===== src/rtl/load_use_guard.sv =====
module load_use_guard #(
  parameter int AW        = 5,
  parameter int CW        = 9,
  parameter int RW_BIT    = 0,
  parameter int MW_BIT    = 1,
  parameter int MR_BIT    = 2,
  parameter bit CLEAR_ALL = 1'b1
) (
  input  logic          clk,
  input  logic          rst_n,
  input  logic          ex_is_load,
  input  logic [AW-1:0] ex_dst,
  input  logic [AW-1:0] id_src_a,
  input  logic [AW-1:0] id_src_b,
  input  logic [CW-1:0] dec_ctrl,
  output logic          pc_en,
  output logic          fd_en,
  output logic          bubble,
  output logic [CW-1:0] dx_ctrl
);

  localparam logic [AW-1:0] ZERO_REG = '0;

  logic hit_a, hit_b, stall;
  logic [CW-1:0] keep_mask;

  assign hit_a  = (ex_dst == id_src_a);
  assign hit_b  = (ex_dst == id_src_b);
  assign stall  = ex_is_load && (ex_dst != ZERO_REG) && (hit_a || hit_b);

  assign pc_en  = !stall;
  assign fd_en  = !stall;
  assign bubble = stall;

  generate
    if (CLEAR_ALL) begin : g_full
      assign keep_mask = '0;
    end else begin : g_part
      for (genvar i = 0; i < CW; i++) begin : g_bit
        assign keep_mask[i] = !(i == RW_BIT || i == MW_BIT || i == MR_BIT);
      end
    end
  endgenerate

  assign dx_ctrl = stall ? (dec_ctrl & keep_mask) : dec_ctrl;

  // a load writing a nonzero source register of the decoded op holds the front end
  a_r1_r2_stall_on_hit: assert property (@(posedge clk) disable iff (!rst_n)
    (ex_is_load && ex_dst != '0 && (ex_dst == id_src_a || ex_dst == id_src_b)) |-> (!pc_en && !fd_en));

  // no load means no stall
  a_r3_no_load_no_stall: assert property (@(posedge clk) disable iff (!rst_n)
    !ex_is_load |-> (pc_en && fd_en && !bubble));

  // register zero never stalls
  a_r4_reg_zero: assert property (@(posedge clk) disable iff (!rst_n)
    (ex_dst == '0) |-> pc_en);

  // the three stall outputs agree
  a_r5_outputs_agree: assert property (@(posedge clk) disable iff (!rst_n)
    (pc_en == fd_en) && (bubble == !pc_en));

  // a bubble never carries a write or a load
  a_r7_bubble_inert: assert property (@(posedge clk) disable iff (!rst_n)
    bubble |-> (!dx_ctrl[RW_BIT] && !dx_ctrl[MW_BIT] && !dx_ctrl[MR_BIT]));

  // no stall leaves the bundle untouched
  a_r8_pass_through: assert property (@(posedge clk) disable iff (!rst_n)
    pc_en |-> (dx_ctrl == dec_ctrl));

endmodule


===== config.mk =====
export PLATFORM = sky130hd
export DESIGN_NAME = load_use_guard
export DESIGN_NICKNAME = d
export VERILOG_FILES = /design/src/rtl/load_use_guard.sv
export SDC_FILE = /design/constraint.sdc
export NUM_CORES = 1
export LEC_CHECK = 0
export ABC_AREA = 1
export ABC_CLOCK_PERIOD_IN_PS = 1680
export BUFFER_PORTS_ARGS = -buffer_cell sky130_fd_sc_hd__buf_4
export CELL_PAD_IN_SITES_DETAIL_PLACEMENT = 1
export CELL_PAD_IN_SITES_GLOBAL_PLACEMENT = 1
export CORE_MARGIN = 4
export CORE_UTILIZATION = 21
export DETAILED_ROUTE_END_ITERATION = 7
export PLACE_DENSITY_LB_ADDON = 0.15
export SYNTH_ARGS = -nofsm -noshare
export SYNTH_HDL_FRONTEND = slang
export SYNTH_SLANG_ARGS = --single-unit

===== constraint.sdc =====
create_clock -name vclk -period 1.68
set_input_delay 0.168 -clock vclk [all_inputs]
set_output_delay 0.168 -clock vclk [all_outputs]
set_load 0.03 [all_outputs]

==> results.cfg <==
[critical_path]
path_delay_family = buffers and inverters
cp_common_cell = buf_4
start_kind = primary input
crit_slowest_cell = o21ai_0
critPathRequiredTime_ns = 1.51
path_buf_inv = 4
cp_data_arrival_time_ns = 1.12
path_cells = buf_4 -> inv_1 -> nand2_1 -> o21ai_0 -> inv_2 -> a21oi_1 -> buf_4
crit_start = ex_dst[1]
slowest_delay_ns = 0.20
crit_type = in2out
crit_path_end_kind = output port
path_max_fanout = 10

[hold_path]
hold_path.startpoint = dec_ctrl[8]
whs_path_depth = 4
hold_path.class = in2out
min_to = dx_ctrl[8]

[clock_network]
cts_resized = 0
cts_hold_buf = 0
postCtsSetupBuffers = 0

[logic_synthesis]
yosysUniqueCellTypes = 13
synth_top_area_cell = nand2_1
seq_area_frac_synth_pct = 0
synth_fp_nets = 98
synthTopCellsByArea = nand2_1 24%, inv_1 20%, a21oi_1 13%
synth.avg_cell_area_um2 = 4.705
ys_warn_count = 0
syn_inst = 71
synth_top_area_share_pct = 23.60
synth_area_um2 = 334.1

[die]
row_count = 14
fp.dieArea_um2 = 2293
design.core.area_um2 = 1506
io_pins = 39
initial_core_util_pct = 22.18
dieWidth_um = 47.89
die_y_um = 47.89

[outcome]
status = finished, final reports clean

[timing]
period_minus_slack_ns = 1.292
whs_ns = 0.6689
rsz0062_at_grt = no
max_clock_freq_mhz = 773.7
finalSetupViolCount = 0
post-route-period-util_pct = 76.93
relSlewSlack_pct = 86.07
setup_tns_ns = 0
drv_slew = 0
hold_viol = 0
tightest_slew_ns = 0.2075

[cells_and_area]
instances_no_fill = 123
layout.nets = 136
area_growth_pct = 86.89
clock_buffer_count = 0
regArea_um2 = 0
seq_cells = 0
nFillCells = 229
drive_gt1_share_pct = 48.60
multiInputGateArea_um2 = 236.5
num_antenna_cells = 0

[routing]
post_drt_wl_per_cell_um = 9.268
route.detailed.drc = 0
routed-via-count = 517
vias_per_cell = 4.203
drtIter0Drc = 2
antenna_left = 0
dr.pass1.iters = 2
routed_wl_mm = 1.140

[global_routing]
grt_pass1_wl_mm = 1.676
gr-total-overflow = 0
antenna_found_initial = 0
grt_pass1_vias = 441
grt.total_usage_pct = 9.316
grt_max_degree = 11

[power_and_ir_drop]
power_mw = 0.1837
power.leakage_nw = 0.4227
power_density_nw_per_um2 = 294.2
vdd_drop_max_mv = 0.07184

[job]
drv_cap = 0

[placed_design]
place_inst = 123
dp.final_hpwl_mm = 1.053
finalWeightedCongestion = 0.6287
portBuffers = 37
## cell type report
type,count,area share [%]
Tap cell,16,3.206
Timing Repair Buffer,37,44.49
Inverter,24,14.43
Multi-Input combinational cell,46,37.88
## stage by stage
stage | instance area, µm² | worst slack, ns | util (%)
floorplan | 334.1 | 0.4098 | -
global placement | 624.3 | 0.4143 | 41.45
detailed placement | 624.3 | 0.3737 | 41.45
CTS | 624.3 | 0.3724 | 41.45
global route | 624.3 | 0.2384 | 41.45
finish | 624.3 | 0.3876 | 41.45
## layer usage
| metal | up-vias | track usage, % | share of wire (%) |
|---|---|---|---|
| li1 | 273 | - | - |
| met1 | 228 | 11.96 | 36 |
| met2 | 16 | 17.94 | 54 |
| met3 | 0 | 0.3759 | 9.5 |
| met4 | 0 | 0 | 0 |
| met5 | - | 0 | 0 |
## worst max-delay path by stage
stage / endpoint / cells past startpoint
floorplan: dx_ctrl[0] / 5
global placement: dx_ctrl[2] / 7
detailed placement: dx_ctrl[5] / 7
CTS: dx_ctrl[5] / 7
global route: dx_ctrl[7] / 7
finish: dx_ctrl[5] / 7
## power by group
part | switching (mW) | internal, mW | leakage, nW | total [mW]
logic | 0.100 | 0.0837 | 0.423 | 0.184
clock network | 0 | 0 | 0 | 0
registers | 0 | 0 | 0 | 0
## cells by family (layout without fill, tap and decap cells)
logic type	count (synthesis)	after routing	synth area share (%)
AO/OA/AOI/OAI	10	10	14.98
AND/OR/NAND/NOR	34	34	50.56
buffers and inverters	25	61	29.21
XOR/XNOR	2	2	5.244
## placed cells by master (no fill, tap or decap)
cell / count
nand2_4: 2
nand2_1: 21
xnor2_1: 2
nand3_2: 2
nor2_1: 3
nor2_2: 3
nand2_2: 2
nand3_1: 1
inv_2: 6
o21ai_0: 1
a21oi_1: 9
buf_4: 37
inv_1: 18
## cells in the mapped netlist
cell type and count:
nand2_1 21, nor2_1 3, nand3_2 2, nor2_2 3
buf_4 1, o21ai_0 1, inv_1 18, nand2_4 2
nand2_2 2, a21oi_1 9, xnor2_1 2, inv_2 6
nand3_1 1
(Power assumes the default switching activity.)
